File: src/rtl/sio_rx_pkg.sv
package sio_rx_pkg;

  localparam int DATA_W = 8;
  localparam int CNT_W  = 7;
  localparam int IDX_W  = 4;

  typedef enum logic [1:0] {ST_IDLE, ST_START, ST_DATA, ST_BRK} rx_state_e;

  // strobes per bit for each clock mode code
  function automatic logic [CNT_W-1:0] ticks_per_bit(input logic [1:0] mode);
    case (mode)
      2'd0:    return 7'd1;
      2'd1:    return 7'd16;
      2'd2:    return 7'd32;
      default: return 7'd64;
    endcase
  endfunction

  function automatic logic [IDX_W-1:0] data_bits(input logic [1:0] len_code);
    return 4'd5 + {2'b00, len_code};
  endfunction

  // data bits + optional parity + one stop bit
  function automatic logic [IDX_W-1:0] frame_bits(input logic [1:0] len_code,
                                                  input logic [1:0] pmode);
    return data_bits(len_code) + {3'b000, pmode[0]} + 4'd1;
  endfunction

  function automatic logic [DATA_W-1:0] upper_mask(input logic [1:0] len_code);
    return 8'hFF << data_bits(len_code);
  endfunction

  function automatic logic [DATA_W-1:0] pad_char(input logic [DATA_W-1:0] raw,
                                                 input logic [1:0] len_code);
    return (raw & ~upper_mask(len_code)) | upper_mask(len_code);
  endfunction

  function automatic logic par_bad(input logic [DATA_W-1:0] raw,
                                   input logic [1:0] len_code,
                                   input logic pbit,
                                   input logic [1:0] pmode);
    logic ones;
    ones = (^(raw & ~upper_mask(len_code))) ^ pbit;
    if (!pmode[0]) return 1'b0;
    return pmode[1] ? ones : ~ones;
  endfunction

endpackage

File: src/rtl/sio_rx_gate.sv
module sio_rx_gate (
  input  logic rcv_enable,
  input  logic carrier_gate,
  input  logic carrier_n,
  output logic hunt_ok
);
  // a new start may be hunted only while enabled and, if gated, carrier present
  assign hunt_ok = rcv_enable & (~carrier_gate | ~carrier_n);
endmodule

File: src/rtl/sio_rx_sampler.sv
module sio_rx_sampler
  import sio_rx_pkg::*;
(
  input  logic             clk,
  input  logic             rst_n,
  input  logic             samp_tick,
  input  logic             ser_in,
  input  logic             rcv_enable,
  input  logic             hunt_ok,
  input  logic [1:0]       clk_mode,
  input  logic [1:0]       char_len,
  input  logic [1:0]       par_mode,
  input  logic             brk_hit,
  output logic             take,
  output logic             take_val,
  output logic [IDX_W-1:0] take_idx,
  output logic             frame_end,
  output rx_state_e        st_o
);

  rx_state_e        st;
  logic [CNT_W-1:0] cnt;
  logic [IDX_W-1:0] idx;
  logic [CNT_W-1:0] div;
  logic [CNT_W-1:0] half;
  logic             x1_mode;
  logic [IDX_W-1:0] nbits;

  // named internal events
  logic start_seen, start_ok;

  assign div     = ticks_per_bit(clk_mode);
  assign half    = div >> 1;
  assign x1_mode = (clk_mode == 2'd0);
  assign nbits   = frame_bits(char_len, par_mode);

  assign start_seen = (st == ST_IDLE) && samp_tick && hunt_ok && !ser_in;
  assign start_ok   = (st == ST_START) && samp_tick && !ser_in && (cnt == half - 7'd1);

  assign take      = (st == ST_DATA) && samp_tick && (cnt == div - 7'd1);
  assign take_val  = ser_in;
  assign take_idx  = idx;
  assign frame_end = take && (idx == nbits - 4'd1);
  assign st_o      = st;

  always_ff @(posedge clk or negedge rst_n) begin
    if (!rst_n) begin
      st  <= ST_IDLE;
      cnt <= '0;
      idx <= '0;
    end else if (!rcv_enable) begin
      st  <= ST_IDLE;
      cnt <= '0;
      idx <= '0;
    end else begin
      case (st)
        ST_IDLE: begin
          if (start_seen) begin
            st  <= x1_mode ? ST_DATA : ST_START;
            cnt <= '0;
            idx <= '0;
          end
        end
        ST_START: begin
          if (samp_tick) begin
            if (ser_in) begin
              st <= ST_IDLE;
            end else if (start_ok) begin
              st  <= ST_DATA;
              cnt <= '0;
            end else begin
              cnt <= cnt + 7'd1;
            end
          end
        end
        ST_DATA: begin
          if (samp_tick) begin
            if (take) begin
              cnt <= '0;
              if (frame_end) st <= brk_hit ? ST_BRK : ST_IDLE;
              else           idx <= idx + 4'd1;
            end else begin
              cnt <= cnt + 7'd1;
            end
          end
        end
        ST_BRK: begin
          if (samp_tick && ser_in) st <= ST_IDLE;
        end
        default: st <= ST_IDLE;
      endcase
    end
  end

  assert_disable_idles_R12: assert property (@(posedge clk) disable iff (!rst_n)
    !rcv_enable |=> (st == ST_IDLE));

  assert_no_hunt_R1: assert property (@(posedge clk) disable iff (!rst_n)
    (st == ST_IDLE && !hunt_ok) |=> (st == ST_IDLE));

  assert_short_start_dropped_R3: assert property (@(posedge clk) disable iff (!rst_n)
    (st == ST_START && samp_tick && ser_in && rcv_enable) |=> (st == ST_IDLE));

  assert_x1_no_validation_R5: assert property (@(posedge clk) disable iff (!rst_n)
    (st == ST_IDLE && x1_mode) |=> (st != ST_START));

endmodule

File: src/rtl/sio_rx_assembler.sv
module sio_rx_assembler
  import sio_rx_pkg::*;
(
  input  logic              clk,
  input  logic              rst_n,
  input  logic              take,
  input  logic              take_val,
  input  logic [IDX_W-1:0]  take_idx,
  input  logic              frame_end,
  input  logic [1:0]        char_len,
  input  logic [1:0]        par_mode,
  output logic              char_done,
  output logic [DATA_W-1:0] char_data,
  output logic              char_perr,
  output logic              char_ferr,
  output logic              brk_hit
);

  logic [DATA_W-1:0] shreg;
  logic              pbit;
  logic [IDX_W-1:0]  nd;

  assign nd = data_bits(char_len);

  always_ff @(posedge clk or negedge rst_n) begin
    if (!rst_n) begin
      shreg <= '0;
      pbit  <= 1'b0;
    end else if (take && !frame_end) begin
      if (take_idx < nd) shreg[take_idx[2:0]] <= take_val;
      else               pbit <= take_val;
    end
  end

  assign char_done = frame_end;
  assign char_data = pad_char(shreg, char_len);
  assign char_perr = par_bad(shreg, char_len, pbit, par_mode);
  assign char_ferr = !take_val;
  assign brk_hit   = frame_end && !take_val
                     && ((shreg & ~upper_mask(char_len)) == '0)
                     && (!par_mode[0] || !pbit);

  assert_take_in_frame_R4: assert property (@(posedge clk) disable iff (!rst_n)
    take |-> (take_idx < frame_bits(char_len, par_mode)));

endmodule

File: src/rtl/sio_rx_holding.sv
module sio_rx_holding
  import sio_rx_pkg::*;
(
  input  logic              clk,
  input  logic              rst_n,
  input  logic              char_done,
  input  logic [DATA_W-1:0] char_data,
  input  logic              char_perr,
  input  logic              char_ferr,
  input  logic              rd_ack,
  output logic [DATA_W-1:0] rx_data,
  output logic              rx_valid,
  output logic              par_err,
  output logic              frm_err,
  output logic              ovr_err
);

  always_ff @(posedge clk or negedge rst_n) begin
    if (!rst_n) begin
      rx_data  <= '0;
      rx_valid <= 1'b0;
      par_err  <= 1'b0;
      frm_err  <= 1'b0;
      ovr_err  <= 1'b0;
    end else if (char_done) begin
      rx_data  <= char_data;
      rx_valid <= 1'b1;
      par_err  <= char_perr;
      frm_err  <= char_ferr;
      ovr_err  <= (ovr_err | rx_valid) & ~rd_ack;
    end else if (rd_ack) begin
      rx_valid <= 1'b0;
      ovr_err  <= 1'b0;
    end
  end

  assert_done_sets_valid_R10: assert property (@(posedge clk) disable iff (!rst_n)
    char_done |=> rx_valid);

  assert_read_clears_R10: assert property (@(posedge clk) disable iff (!rst_n)
    (rd_ack && !char_done) |=> (!rx_valid && !ovr_err));

  assert_overrun_flag_R11: assert property (@(posedge clk) disable iff (!rst_n)
    (char_done && rx_valid && !rd_ack) |=> ovr_err);

endmodule

File: src/rtl/sio_rx_channel.sv
module sio_rx_channel
  import sio_rx_pkg::*;
(
  input  logic              clk,
  input  logic              rst_n,
  input  logic              samp_tick,
  input  logic              ser_in,
  input  logic              rcv_enable,
  input  logic              carrier_gate,
  input  logic              carrier_n,
  input  logic [1:0]        clk_mode,
  input  logic [1:0]        char_len,
  input  logic [1:0]        par_mode,
  input  logic              rd_ack,
  output logic [DATA_W-1:0] rx_data,
  output logic              rx_valid,
  output logic              par_err,
  output logic              frm_err,
  output logic              ovr_err,
  output logic              line_break
);

  logic              hunt_ok;
  logic              take, take_val, frame_end, brk_hit;
  logic [IDX_W-1:0]  take_idx;
  rx_state_e         st;
  logic              char_done, char_perr, char_ferr;
  logic [DATA_W-1:0] char_data;

  sio_rx_gate u_gate (
    .rcv_enable   (rcv_enable),
    .carrier_gate (carrier_gate),
    .carrier_n    (carrier_n),
    .hunt_ok      (hunt_ok)
  );

  sio_rx_sampler u_sampler (
    .clk        (clk),
    .rst_n      (rst_n),
    .samp_tick  (samp_tick),
    .ser_in     (ser_in),
    .rcv_enable (rcv_enable),
    .hunt_ok    (hunt_ok),
    .clk_mode   (clk_mode),
    .char_len   (char_len),
    .par_mode   (par_mode),
    .brk_hit    (brk_hit),
    .take       (take),
    .take_val   (take_val),
    .take_idx   (take_idx),
    .frame_end  (frame_end),
    .st_o       (st)
  );

  sio_rx_assembler u_asm (
    .clk       (clk),
    .rst_n     (rst_n),
    .take      (take),
    .take_val  (take_val),
    .take_idx  (take_idx),
    .frame_end (frame_end),
    .char_len  (char_len),
    .par_mode  (par_mode),
    .char_done (char_done),
    .char_data (char_data),
    .char_perr (char_perr),
    .char_ferr (char_ferr),
    .brk_hit   (brk_hit)
  );

  sio_rx_holding u_hold (
    .clk       (clk),
    .rst_n     (rst_n),
    .char_done (char_done),
    .char_data (char_data),
    .char_perr (char_perr),
    .char_ferr (char_ferr),
    .rd_ack    (rd_ack),
    .rx_data   (rx_data),
    .rx_valid  (rx_valid),
    .par_err   (par_err),
    .frm_err   (frm_err),
    .ovr_err   (ovr_err)
  );

  assign line_break = (st == ST_BRK);

  assert_carrier_holds_off_R2: assert property (@(posedge clk) disable iff (!rst_n)
    (st == ST_IDLE && carrier_gate && carrier_n) |=> (st == ST_IDLE));

  assert_break_with_framing_R9: assert property (@(posedge clk) disable iff (!rst_n)
    $rose(line_break) |-> frm_err);

endmodule

File: config.mk
export PLATFORM = sky130hd
export DESIGN_NAME = sio_rx_channel
export DESIGN_NICKNAME = d
export VERILOG_FILES = /design/src/rtl/sio_rx_pkg.sv /design/src/rtl/sio_rx_gate.sv /design/src/rtl/sio_rx_sampler.sv /design/src/rtl/sio_rx_assembler.sv /design/src/rtl/sio_rx_holding.sv /design/src/rtl/sio_rx_channel.sv
export SDC_FILE = /design/constraint.sdc
export NUM_CORES = 1
export LEC_CHECK = 0
export BUFFER_PORTS_ARGS = -buffer_cell sky130_fd_sc_hd__buf_2
export CORE_AREA = 2 2 82 84
export DETAILED_ROUTE_END_ITERATION = 10
export DIE_AREA = 0 0 84 86
export SETUP_SLACK_MARGIN = 0.05
export SLEW_MARGIN = 20
export SYNTH_ARGS = -nofsm -noshare
export SYNTH_HDL_FRONTEND = slang
export SYNTH_HIERARCHICAL = 1
export SYNTH_SLANG_ARGS = --single-unit
File: constraint.sdc
create_clock -name clk -period 2.55 [get_ports clk]
set_input_delay 0.51 -clock clk [delete_from_list [all_inputs] [get_ports clk]]
set_output_delay 0.51 -clock clk [all_outputs]
set_load 0.02 [all_outputs]
==> impl_metrics.tcl, run 1 <==
set metrics [dict create \
    dp_hpwl_um 3970 \
    antenna_found_initial 0 \
    rows 29 \
    drive_above_1_share 0.367 \
    remaining_drc_errors 0 \
    hp-class "in -> async" \
    totalWireLength_um 5350 \
    powerDensity_mw_per_mm2 512 \
    clock_path_buffers 2 \
    fmax_mhz 411 \
    die_x_um 84 \
    vias_per_cell 5.34 \
    cp-end-kind "flip-flop" \
    drtIter0Drc 82 \
    final_area_mm2 0.00315 \
    synthToLayoutAreaGrowth_pct 26.1 \
    cts_root_buf "clkbuf_8" \
    status "complete, no violations" \
    cp_data_arrival_time_ps 2640 \
    cts.sinks 34 \
    post-route-period-util 0.954 \
    placeableCoreArea_mm2 0.00628 \
    insertion_delay_ps 290 \
    peakVddDrop_v 0.000347 \
    ys_ff_latch 34 \
    synthArstFlopShare 1.00 \
    r2r_start "u_sampler/st_o[0]" \
    grt_pass1_wl_um 9030 \
    nets 348 \
    worstPathRequired_ps 2750 \
    cts_made_buffers 5 \
    startpoint_type "input pin" \
    vias 2071 \
    finalCriticalPeriod_ps 2430 \
    slew_violations 0 \
    leakagePower_nw 1.51 \
    netlist_area_mm2 0.00249 \
    synthCells 253 \
    port_buffers 26 \
    setup_viol_count_final 0 \
    synth_edf_count 0 \
    num_io_pins 27 \
    synth_fp_nets 291 \
    hold_violations 0 \
    grt_use_total 0.152 \
    dieArea_mm2 0.00722 \
    placed_cell_area_mm2 0.00291 \
    drv_cap 0 \
    worst_pin_slew_ps 800 \
    synth_cell_types 59 \
    crit_type "in -> reg" \
    fin_ws_ps 118 \
    ant_nets 0 \
    fin_setup_tns_ps 0 \
    grt_max_degree 35 \
    slew_headroom 0.467 \
    path_clk_slew_ps 80 \
    crit_path_start "char_len[0]" \
    path_max_fanout 3 \
    place_ws_ps -401 \
    dominantRegCellSynth "dfrtp_1" \
    yosys_warnings 6 \
    avgSynthCellArea_um2 9.86 \
    num_antenna_cells 0 \
    grt-ovfl-total 0 \
    fin_worst_skew_ps 11.7 \
    start_util 0.397 \
    gp_congestion 0.872 \
    ys_seq_area_frac 0.341 \
    die_y_um 86 \
    ff2ff_path_depth 12 \
    post_drt_wl_per_cell_um 13.8 \
    firstDrtPassIters 4 \
    grt_pass1_vias 2007 \
    final_util 0.501 \
    cts_tree "built" \
    cts_max_level 2 \
]
## cell usage in the layout, fill, tap and decap left out, types with 8 or more instances in the layout
cell type,n
ha_1,22
xnor2_1,9
nand2_1,11
nand2b_1,8
buf_2,25
buf_4,34
mux2_4,9
o21ai_0,16
inv_1,22
a21oi_1,10
dfrtp_1,34
## layer usage
layer | vias up | share of wire | GRT usage
met5 | - | 0 | 0
met4 | 0 | 0.0037 | 0.0440
met3 | 4 | 0.052 | 0.0289
met2 | 53 | 0.48 | 0.255
met1 | 1005 | 0.47 | 0.201
li1 | 1009 | - | -
## sequential cells by signal, indices dropped and copies added, names as in the netlist
| name | flops |
|---|---|
| u_hold/rx_data | 8 |
| u_hold/par_err | 1 |
| u_asm/shreg | 8 |
| u_hold/frm_err | 1 |
| u_hold/ovr_err | 1 |
| u_sampler/take_idx | 4 |
| u_hold/rx_valid | 1 |
| u_sampler/st_o | 2 |
| u_asm/pbit | 1 |
| u_sampler/cnt | 7 |
## stage by stage
step | cells | power (mW) | hold WS (ps)
after floorplan | 253 | 0.943 | 214
after global placement | 378 | 1.11 | 474
after detailed placement | 378 | 1.11 | 489
after CTS | 386 | 1.62 | 328
after global routing | 388 | 1.71 | 354
final | 388 | 1.61 | 307
## where the power goes
| part | total [mW] | internal [mW] | switching (mW) |
|---|---|---|---|
| Combinational | 0.521 | 0.226 | 0.294 |
| Clock | 0.499 | 0.291 | 0.208 |
| Sequential | 0.590 | 0.563 | 0.0272 |
| Total | 1.61 | 1.08 | 0.530 |
## cells in the mapped netlist, types with 3 or more instances
cell type,number,area share
nand2b_1,8,0.020
clkbuf_1,4,0.0060
xor2_1,3,0.011
buf_4,3,0.0090
mux2_4,8,0.048
o21ai_0,16,0.032
inv_1,25,0.038
nand3_1,5,0.010
or2_2,3,0.0075
buf_2,3,0.0060
o31ai_1,6,0.018
a21oi_1,10,0.020
o21ai_1,4,0.0080
mux2_2,4,0.018
nor3_1,8,0.016
nand2_1,11,0.017
nand4_1,3,0.0075
mux2i_1,4,0.016
and3_1,3,0.0075
nor2_1,7,0.011
ha_1,24,0.12
xnor2_1,10,0.035
dfrtp_1,34,0.34
## what timing repair did
action,in CTS,in global routing
pin swaps,0,5
cloned,0,0
endpoints found under the setup margin,2,10
resized for setup,3,22
buffers inserted,0,2
hold buffers,0,0
## path summary, 6_finish.rpt
kind,to,slack [ps]
min,u_sampler/take_idx[1],310
min reg2reg,u_hold/ovr_err,500
max,u_asm/shreg[0],120
max reg2reg,u_asm/shreg[0],200
max in group asynchronous,u_sampler/cnt[1],1740
min in group clk,u_hold/ovr_err,380
## layout make-up
class	count	area, um^2
multi-input cells	180	1570
repair buffers	62	414
clock inverters	3	45.0
fillers	587	3130
inverters	27	104
clock buffers	5	68.8
well taps	77	96.3
flip-flops and latches	34	851
## critical path: stages
cell      delay, ps
buf_2           110
inv_2            60
ha_4            120
inv_2            40
ha_4            150
and3b_2         200
o211a_1         230
o211ai_1        110
inv_1           130
buf_6           140
nor3b_4         210
nand2b_1        130
buf_6           150
nor3_4          160
mux2i_1         210
## kinds of logic after synthesis
| logic type | share of synthesized area |
|---|---|
| AND/OR/NAND/NOR | 0.149 |
| AO/OA/AOI/OAI | 0.182 |
| buffers and inverters | 0.0707 |
| flip-flops | 0.341 |
| adder cells (fa/ha/maj) | 0.120 |
| multiplexers | 0.0913 |
| XOR/XNOR | 0.0456 |
No activity file was read; power rests on OpenSTA's default activity.
==> inputs of run 2 (changes only) <==
--- a/config.mk
+++ b/config.mk
@@ -9,6 +9,7 @@
 export CORE_AREA = 2 2 82 84
 export DETAILED_ROUTE_END_ITERATION = 10
 export DIE_AREA = 0 0 84 86
+export REMOVE_ABC_BUFFERS = 1
 export SETUP_SLACK_MARGIN = 0.05
 export SLEW_MARGIN = 20
 export SYNTH_ARGS = -nofsm -noshare
==> run 2 against run 1 <==
  * Utilization shrank 0.50 points
  * Largest power group is now clock
  * Register-to-register slack improved by 20 ps
  * Global-route usage up 0.51 points
  * Maximum frequency grew 0.63%
  * Largest cell class unchanged
  * First-iteration DRC count shrank 39%
  * Clock skew shrank 5.8 ps
  * Critical path depth is 1 lower
  * Combinational power down 1%
  * Cell area shrank 0.99%
  * Sequential cell count unchanged
  * Cell count fell by 1.5%
  * Critical path type unchanged
  * Total power rose by 6.1%
==> impl_metrics.tcl, run 2 (synthesis results as in run 1) <==
set metrics [dict create \
    status "complete, no violations" \
    grt_use_met3 0.0404 \
    fmax_mhz 414 \
    crit_path_start "char_len[0]" \
    multi_input_area_mm2 0.00156 \
    num_io_pins 27 \
    r2r-end "u_asm/shreg[6]" \
    r2r_start "u_sampler/st_o[0]" \
    start_util 0.397 \
    cp_data_arrival_time_ps 2590 \
    worst_pin_slew_ps 775 \
    post_drt_wl_per_cell_um 14.2 \
    path_clk_slew_ps 70 \
    die_y_um 86 \
    ant_nets 0 \
    regArea_um2 851 \
    busiest_layer "met2" \
    power_frac_comb 0.301 \
    cts_tree "built" \
    leakagePower_nw 1.49 \
    endpoint "u_asm/shreg[6]" \
    cp-end-kind "flip-flop" \
    insertion_delay_ps 290 \
    cts_max_level 2 \
    port_buffers 26 \
    firstDrtPassIters 4 \
    drive_above_1_share 0.351 \
    powerDensity_mw_per_mm2 549 \
    synthToLayoutAreaGrowth_pct 24.8 \
    intPower_mw 1.17 \
    swShare 0.312 \
    setup_viol_count_final 0 \
    hold_violations 0 \
    cts_root_buf "clkbuf_8" \
    fin_worst_skew_ps 5.96 \
    startpoint_type "input pin" \
    hold_ws_ps 299 \
    rows 29 \
    grt-ovfl-total 0 \
    rsz0062_at_grt "false" \
    grt_max_degree 35 \
    n_fill_cell 589 \
    dp_hpwl_um 3950 \
    path_max_fanout 2 \
    ff2ff_path_depth 11 \
    antenna_found_initial 0 \
    final_common_cell "dfrtp_1" \
    crit_type "in -> reg" \
    slew_violations 0 \
    cts.sinks 34 \
    hp-class "in -> async" \
    post-route-period-util 0.948 \
    final_util 0.496 \
    die_x_um 84 \
    gr-usage-met1 0.199 \
    grt_use_met2 0.267 \
    layout_common_cells "dfrtp_1, buf_4, buf_2" \
    cts_made_buffers 5 \
    vias_per_cell 5.29 \
    drv_cap 0 \
    grt_use_total 0.157 \
    reg2reg_setup_slack_ps 220 \
    reg.largest.list "u_asm/shreg: 8 flops, u_hold/rx_data: 8 flops, u_sampler/cnt: 7 flops" \
    grt_pass1_wl_um 9220 \
    remaining_drc_errors 0 \
    vias 2019 \
    clock_path_buffers 2 \
    grt_pass1_vias 2015 \
    seqPwrFrac 0.345 \
    dieArea_mm2 0.00722 \
    num_antenna_cells 0 \
    hold_buffers 0 \
    peakVddDrop_v 0.000395 \
    finalCriticalPeriod_ps 2420 \
    totalWireLength_um 5430 \
    nets 342 \
    slew_headroom 0.484 \
    netSwitchingPower_mw 0.534 \
    placeableCoreArea_mm2 0.00628 \
    worstPathRequired_ps 2720 \
    gp_congestion 0.878 \
    clkPwrFrac 0.354 \
    drtIter0Drc 50 \
]
run 2: layout make-up:
| type | count | share of cell area |
|---|---|---|
| clock buffers | 5 | 0.0221 |
| multi-input cells | 180 | 0.502 |
| inverters | 27 | 0.0325 |
| flip-flops and latches | 34 | 0.273 |
| clock inverters | 3 | 0.0221 |
| well taps | 77 | 0.0309 |
| repair buffers | 56 | 0.117 |
run 2: how the worst min path moves through the flow:
stage	from	end	slack, ps	cells past startpoint
2_1_floorplan	rst_n	u_asm/pbit	210	0
3_3_place_gp	u_hold/ovr_err	u_hold/ovr_err	470	2
3_5_place_dp	u_hold/ovr_err	u_hold/ovr_err	480	2
4_1_cts	rst_n	u_hold/rx_data[1]	330	1
5_1_grt	rst_n	u_hold/rx_data[1]	360	1
6_report	rst_n	u_hold/rx_data[6]	300	1
run 2: power groups by stage:
| stage | clock network [mW] | registers, mW | logic (mW) |
|---|---|---|---|
| after global placement | 0 | 0.599 | 0.494 |
| after CTS | 0.615 | 0.590 | 0.507 |
| after floorplan | 0 | 0.591 | 0.341 |
| final | 0.604 | 0.590 | 0.514 |
| after detailed placement | 0 | 0.600 | 0.503 |
| after global routing | 0.641 | 0.594 | 0.582 |
run 2: timing repair:
action,CTS,global route
endpoints found under the setup margin,2,13
pin swaps,0,7
resized for setup,2,21
setup buffers,0,1
run 2: through the flow:
stage / std cells / setup slack, ps / area (um^2) / TNS, ps / power [mW]
after floorplan: 241 / -314 / 2420 / -749 / 0.932
after global placement: 373 / -175 / 2860 / -1080 / 1.09
after detailed placement: 373 / -364 / 2860 / -2370 / 1.10
after CTS: 381 / 57.4 / 3010 / 0 / 1.71
after global routing: 382 / 33.9 / 3110 / 0 / 1.82
final: 382 / 133 / 3110 / 0 / 1.71
run 2: critical path: stages:
cell and delay [ps]:
buf_2 110, inv_2 60, ha_4 120, inv_1 40, ha_2 190, and3b_2 210
o211a_1 220, o211ai_1 100, inv_1 90, buf_6 130, nor3b_4 210, nand2b_1 120
nor3_2 160, mux2_4 320
run 2: routing by layer:
layer | vias to the layer above | share of wire
li1 | 995 | -
met1 | 974 | 0.46
met2 | 44 | 0.49
met3 | 6 | 0.039
met4 | 0 | 0.0064
met5 | - | 0
==> inputs of run 3 (changes only) <==
--- a/config.mk
+++ b/config.mk
@@ -6,9 +6,9 @@
 export NUM_CORES = 1
 export LEC_CHECK = 0
 export BUFFER_PORTS_ARGS = -buffer_cell sky130_fd_sc_hd__buf_2
-export CORE_AREA = 2 2 82 84
+export CORE_AREA = 2 2 78 80
 export DETAILED_ROUTE_END_ITERATION = 10
-export DIE_AREA = 0 0 84 86
+export DIE_AREA = 0 0 80 82
 export REMOVE_ABC_BUFFERS = 1
 export SETUP_SLACK_MARGIN = 0.05
 export SLEW_MARGIN = 20
==> run 3 against run 2 <==
  * Utilization grew 4.3 points
  * Critical path depth is the same
  * Critical endpoint unchanged
  * Routed wire length shrank 1.7%
==> impl_metrics.tcl, run 3 (synthesis results as in run 1) <==
set metrics [dict create \
    status "complete, no violations" \
    grt-ovfl-total 0 \
    cp_data_arrival_time_ps 2560 \
    seqPwrFrac 0.341 \
    ant_nets 0 \
    nets 343 \
    worst_pin_slew_ps 761 \
    remaining_drc_errors 0 \
    grt_use_total 0.175 \
    post-route-period-util 0.937 \
    grt_pass1_wl_um 8910 \
    post_drt_wl_per_cell_um 14.0 \
    leakagePower_nw 1.50 \
    powerDensity_mw_per_mm2 559 \
    hold_violations 0 \
    multi_input_area_mm2 0.00153 \
    reg.largest.list "u_asm/shreg: 8 flops, u_hold/rx_data: 8 flops, u_sampler/cnt: 7 flops" \
    clkPwrFrac 0.358 \
    die_x_um 80 \
    port_buffers 26 \
    antenna_found_initial 0 \
    synthToLayoutAreaGrowth_pct 24.2 \
    cts_max_level 2 \
    final_area_mm2 0.00310 \
    startpoint_type "input pin" \
    finalCriticalPeriod_ps 2390 \
    path_max_fanout 2 \
    critPathSlowestCell "mux2_2" \
    clock_path_buffers 2 \
    gp_congestion 0.909 \
    setup_viol_count_final 0 \
    path_clk_slew_ps 70 \
    layout_common_cells "dfrtp_1, buf_4, buf_2" \
    intPower_mw 1.20 \
    path_cells "buf_2, inv_1, ha_1, inv_1, ha_4, and3b_1, o211a_1, o211ai_1, inv_1, buf_4, nor3b_4, nand2b_1, nor3_2, mux2_2" \
    swShare 0.304 \
    rows 28 \
    worstPathRequired_ps 2720 \
    cpMostUsedCell "inv_1" \
    power_frac_comb 0.301 \
    cts_setup_buffers 0 \
    vias_per_cell 5.38 \
    vias 2051 \
    netSwitchingPower_mw 0.527 \
    critPathTopFamily "simple AND/OR/NAND/NOR gates" \
    cts_root_buf "clkbuf_8" \
    crit_type "in -> reg" \
    dp_hpwl_um 4140 \
    cp-end-kind "flip-flop" \
    hp-class "in -> async" \
    fin_worst_skew_ps 4.19 \
    totalWireLength_um 5340 \
    insertion_delay_ps 290 \
    fmax_mhz 418 \
    drive_above_1_share 0.340 \
    cts_resized 0 \
    num_antenna_cells 0 \
    cts.sinks 34 \
    slew_headroom 0.493 \
    cts_made_buffers 5 \
    die_y_um 82 \
    drtIter0Drc 60 \
    grt_max_degree 35 \
    n_fill_cell 517 \
    firstDrtPassIters 4 \
    grt_pass1_vias 2041 \
    placeableCoreArea_mm2 0.00575 \
    final_common_cell "dfrtp_1" \
    power_mw 1.73 \
    dieArea_mm2 0.00656 \
    num_io_pins 27 \
    rsz0062_at_grt "false" \
    placed_cell_area_mm2 0.00289 \
    drv_cap 0 \
    slew_violations 0 \
    peakVddDrop_v 0.000316 \
    regArea_um2 851 \
    start_util 0.434 \
    fin_setup_tns_ps 0 \
    crit_buf_inv 5 \
    cts_tree "built" \
    hold_buffers 0 \
    final_util 0.539 \
    cpPeakStageDelay_ps 340 \
]
[run 3: power by group through the flow]
stage          combinational, mW  sequential [mW]  clock (mW)
2_1_floorplan              0.341            0.591           0
3_3_place_gp               0.501            0.600           0
3_5_place_dp               0.506            0.599           0
4_1_cts                    0.507            0.590       0.637
5_1_grt                    0.577            0.593       0.651
6_report                   0.521            0.591       0.621
[run 3: area by class of cell]
type | instances | share of cell area
clock inverters | 2 | 0.0194
clock buffers | 6 | 0.0267
repair buffers | 57 | 0.121
inverters | 27 | 0.0327
well taps | 75 | 0.0303
flip-flops and latches | 34 | 0.275
multi-input cells | 180 | 0.495
[run 3: path summary, 6_finish.rpt]
path | startpoint | end | slack [ps] | cells after the start
setup / recovery | par_mode[0] | u_asm/shreg[6] | 160 | 14
hold / removal | rst_n | u_hold/rx_data[4] | 290 | 1
setup reg to reg | u_sampler/st_o[0] | u_asm/shreg[6] | 220 | 11
hold reg to reg | u_hold/rx_data[1] | u_hold/rx_data[1] | 510 | 1
max in group asynchronous | rst_n | u_asm/shreg[5] | 1780 | 1
min in group clk | rd_ack | u_hold/ovr_err | 380 | 2
[run 3: layer usage]
layer,global-route usage,wire [um],share of wire
met1,0.206,2340,0.44
met2,0.318,2710,0.51
met3,0.0330,201,0.038
met4,0.0644,88,0.016
met5,0,0,0
[run 3: per-stage QoR]
step	hold WS, ps	std cells	worst slack (ps)
global route	357	381	40.5
floorplan	214	241	-314
finish	289	381	160
detailed placement	489	373	-247
CTS	318	381	52.3
global placement	476	373	-156
